$ cat config.mk
export PLATFORM = sky130hd
export DESIGN_NAME = asram_seq
export DESIGN_NICKNAME = d
export VERILOG_FILES = /design/src/rtl/asram_seq.sv
export SDC_FILE = /design/constraint.sdc
export NUM_CORES = 1
export LEC_CHECK = 0
export BUFFER_PORTS_ARGS = -buffer_cell sky130_fd_sc_hd__buf_2
export CAP_MARGIN = 20
export CORE_AREA = 2 2 50 52
export CTS_BUF_LIST = sky130_fd_sc_hd__clkbuf_8
export DETAILED_ROUTE_END_ITERATION = 7
export DIE_AREA = 0 0 52 54
export GPL_ROUTABILITY_DRIVEN = 0
export MAX_ROUTING_LAYER = met4
export PLACE_DENSITY = 0.79
export SETUP_SLACK_MARGIN = 0.5
export SYNTH_ARGS = -nofsm -noshare
export SYNTH_HDL_FRONTEND = slang
export SYNTH_SLANG_ARGS = --single-unit
$ cat constraint.sdc
create_clock -name clk -period 1.8 [get_ports clk]
set_input_delay 0.18 -clock clk [delete_from_list [all_inputs] [get_ports clk]]
set_output_delay 0.18 -clock clk [all_outputs]
set_load 0.03 [all_outputs]
$ cat src/rtl/asram_seq.sv
module asram_seq #(
  parameter int ADDR_W = 14
) (
  input  logic              clk,
  input  logic              rst_n,
  input  logic              req,
  input  logic              req_wr,
  input  logic [ADDR_W-1:0] req_addr,
  input  logic              req_wdata,
  output logic              rdata,
  output logic              done,
  output logic              busy,
  output logic [ADDR_W-1:0] ram_addr,
  output logic              ram_cs_n,
  output logic              ram_we_n,
  output logic              ram_oe_n,
  output logic              ram_din,
  input  logic              ram_dout
);

  typedef enum logic [2:0] {
    S_IDLE, S_ADDR, S_DATA, S_SEL, S_STB, S_HOLD, S_REL
  } state_t;

  state_t st;
  logic   wr_q;
  logic   wd_q;

  assign busy = (st != S_IDLE);

  always_ff @(posedge clk or negedge rst_n) begin
    if (!rst_n) begin
      st       <= S_IDLE;
      wr_q     <= 1'b0;
      wd_q     <= 1'b0;
      rdata    <= 1'b0;
      done     <= 1'b0;
      ram_addr <= '0;
      ram_cs_n <= 1'b1;
      ram_we_n <= 1'b1;
      ram_oe_n <= 1'b1;
      ram_din  <= 1'b0;
    end else begin
      case (st)
        S_IDLE: if (req) begin
          st       <= S_ADDR;
          wr_q     <= req_wr;
          wd_q     <= req_wdata;
          ram_addr <= req_addr;
        end
        S_ADDR: if (wr_q) begin
          st      <= S_DATA;
          ram_din <= wd_q;
        end else begin
          st       <= S_SEL;
          ram_cs_n <= 1'b0;
        end
        S_DATA: begin
          st       <= S_SEL;
          ram_cs_n <= 1'b0;
        end
        S_SEL: begin
          st <= S_STB;
          if (wr_q) ram_we_n <= 1'b0;
          else      ram_oe_n <= 1'b0;
        end
        S_STB: if (wr_q) begin
          st       <= S_REL;
          ram_we_n <= 1'b1;
          done     <= 1'b1;
        end else begin
          st <= S_HOLD;
        end
        S_HOLD: begin
          st       <= S_REL;
          rdata    <= ram_dout;
          ram_oe_n <= 1'b1;
          done     <= 1'b1;
        end
        S_REL: begin
          st       <= S_IDLE;
          ram_cs_n <= 1'b1;
          done     <= 1'b0;
        end
        default: st <= S_IDLE;
      endcase
    end
  end

endmodule

==> metrics.md <==
| Metric | Value |
|---|---|
| Ant diodes | 0 |
| CTS tree | yes |
| Post-route antenna net violation count | 0 |
| Final worst-path cycle share | 84.04% |
| Drt pass-1 iters | 4 |
| Inst Count DP | 148 |
| Sequential area share after synthesis | between 50 and 60% |
| Leakage Power | 0.7187 nW |
| DRT Wirelength | 2051 um |
| Final Hold Fails | 0 |
| Initial Util | 47.20% |
| Final cell count without fillers | 158 |
| Grt total ovfl | 0 |
| Max Freq | between 600 and 700 MHz |
| CP Cell Sequence | or3_4 > nor2_8 > buf_12 > mux2_4 |
| Pin count of the biggest net entering global routing | 26 |
| Post-synth cell types | 23 |
| CP bufs+invs | 1 |
| Chip height | about 54 um |
| Wirelength per Cell | ~13 um |
| Overall power | about 3.0 mW |
| PwrDens | 2093 mW/mm2 |
| Worst Path Required | 1.96 ns |
| Max Cap Violations | 0 |
| Final worst slack | approximately 0.29 ns |
| CP max FO | 10 |
| Final nets | 149 |
| Post-route cell area | 0.001433 mm2 |
| Worst Setup Start Kind | register |
| Initial antenna violation count | 0 |
| Vias/cell | 4.975 |
| Max incr delay on CP | between 0.4 and 0.5 ns |
| Placed cell area | 0.001320 mm2 |
| Initial DRC count | 10 |
| CTS H-tree depth | 1 |
| Critical Path End Type | register |
| IO Count | 41 |
| Std-Cell Rows | 18 |
| Via count | slightly below 800 |
| First-pass GRT wire length | 3539 um |
| Syn_area_per_cell | 13.68 um2 |
| CTS clk-pin slew, worst paths | roughly 0.09 ns |
| Drt drc | 0 |
| Port bufs | 40 |
| Syn Nets | 100 |
| Maximum buffer depth of the clock tree | 2 |
| Setup TNS | 0 ns |
| Worst hold path class | input pin to register |
| Core area | 0.002320 mm2 |
| Syn Inst Count | 80 |
| Synth warn | 0 |
| Clk sinks | 25 |
| Switch Pwr | 1.275 mW |
| Sequential Power Share | about 34% |
| GRT Total Usage | 18.41% |
| Worst-Margin Slew | 0.5411 ns |
| Synth-to-Final Area Change | 30.86% |
| Status | completed |
| Synth Cell Area | 0.001095 mm2 |
| Clk Latency, worst-skew pair | between 0.2 and 0.3 ns |
| Max VDD drop | 0.001085 V |
| Sw Share | 42.51% |
| Die width | 52 um |
| Crit path DAT | 1.68 ns |
| Number of CTS-inserted buffers | 3 |
| Comb power frac | 54.5% |
| Final setup viols | 0 |
| Placement Setup Slack | 0.1999 ns |
| Share of cells above drive strength 1 | 59.38% |
| Clock root buffer | clkbuf_8 |
| Vias in the first global route | about 840 |
| #FFs+latches synth | 25 |
| RSZ-0062 raised after global routing | yes |
| DPL Wire Length | approximately 1500 um |
| Crit Path Class | register to register |
| Most frequent cells in the layout | 40 x buf_2, 22 x dfrtp_1, 11 x mux2_4, 7 x mux2_2, 7 x buf_4 |
| Cell-internal power | 1.723 mW |
| CP delay by family, top | simple AND/OR/NAND/NOR gates |
| Max-slew violations | 0 |
| Critical path's slowest cell | or3_4 |
| Commonest non-fill, non-tap cell in the layout | buf_2 |
| Die area | about 0.0028 mm2 |
| Slew HR | a little under two thirds |
| Worst clock skew | 0.006397 ns |
| Min Tclk post-route | 1.513 ns |
| Clock power frac | 11.1% |
[registers in the layout, summed over array words and instances, names as in the netlist]
register,flops
done,1
ram_addr,14
ram_cs_n,1
ram_din,1
ram_oe_n,1
ram_we_n,1
rdata,1
st,3
wd_q,1
wr_q,1
[power groups by stage]
| stage | Clock [mW] | Sequential, mW | Combinational, mW |
|---|---|---|---|
| detailed placement | 0 | 1.04 | 1.56 |
| global placement | 0 | 1.03 | 1.52 |
| CTS | 0.340 | 1.04 | 1.65 |
| global route | 0.359 | 1.08 | 1.76 |
| finish | 0.333 | 1.03 | 1.63 |
| floorplan | 0 | 1.45 | 0.761 |
[cell usage after synthesis (all sizes together)]
| cell type | count | share of area [%] |
|---|---|---|
| dfrtp | 22 | 50 |
| mux2 | 18 | 22 |
| nor2 | 7 | 3.9 |
| a21oi | 6 | 2.7 |
| clkbuf | 3 | 1.0 |
| dfstp | 3 | 7.2 |
| nand2 | 3 | 1.0 |
| o21ai | 3 | 1.4 |
| buf | 2 | 2.2 |
| inv | 2 | 0.69 |
| mux2i | 2 | 1.8 |
| nand2b | 1 | 0.57 |
| nand3 | 1 | 0.46 |
| nor2b | 1 | 0.57 |
| nor3 | 1 | 0.46 |
| o21a | 1 | 0.69 |
| o22ai | 1 | 0.57 |
| o31ai | 1 | 0.69 |
| or3 | 1 | 1.0 |
| xnor2 | 1 | 0.80 |
[final cells by class]
| type | count | area (um2) |
|---|---|---|
| clock buffers | 3 | 41.29 |
| clock inverters | 1 | 5.005 |
| fillers | 191 | 887.1 |
| inverters | 2 | 7.507 |
| multi-input cells | 48 | 429.2 |
| flip-flops and latches | 25 | 629.4 |
| well taps | 30 | 37.54 |
| repair buffers | 49 | 282.8 |
[cell families after synthesis]
group	share of synthesized area, %
flip-flops	57.49
multiplexers	23.77
AND/OR/NAND/NOR	8.000
AO/OA/AOI/OAI	6.058
buffers and inverters	3.886
XOR/XNOR	0.8001
[path summary, 6_finish.rpt]
path                                 startpoint                       to  slack [ns]  cells after the start
max in group asynchronous                 rst_n     ram_oe_n$_DFFE_PN1P_        1.02                      2
max                           st[0]$_DFFE_PN0P_  ram_addr[1]$_DFFE_PN0P_        0.29                      4
min in group asynchronous                 rst_n         wr_q$_DFFE_PN0P_        0.42                      2
max reg2reg                   st[0]$_DFFE_PN0P_  ram_addr[1]$_DFFE_PN0P_        0.29                      4
min reg2reg                ram_oe_n$_DFFE_PN1P_     ram_oe_n$_DFFE_PN1P_        0.51                      2
min                                 req_addr[5]  ram_addr[5]$_DFFE_PN0P_        0.13                      2
[routing by layer]
metal	GRT usage, %	share of wire (%)
met4	10.53	2.1
met5	-	0
met2	30.38	48
met1	21.01	42
met3	3.611	7.2
[metrics by stage]
| stage | utilization, % | hold slack, ns |
|---|---|---|
| finish | 61.76 | 0.1312 |
| global route | 61.76 | 0.1345 |
| CTS | 61.65 | 0.1282 |
| detailed placement | 56.90 | 0.2014 |
| global placement | 56.90 | 0.1862 |
| floorplan | - | -0.1156 |
[repair_timing]
| action | 4_1_cts | 5_1_grt |
|---|---|---|
| resized for setup | 1 | 1 |
| endpoints found under the setup margin | 17 | 18 |
| pin swaps | 1 | 1 |
| hold endpoints to repair | 22 | 0 |
| hold buffers | 1 | 0 |
| setup buffers | 5 | 0 |
Note: power is estimated with default switching activity, not from simulation.
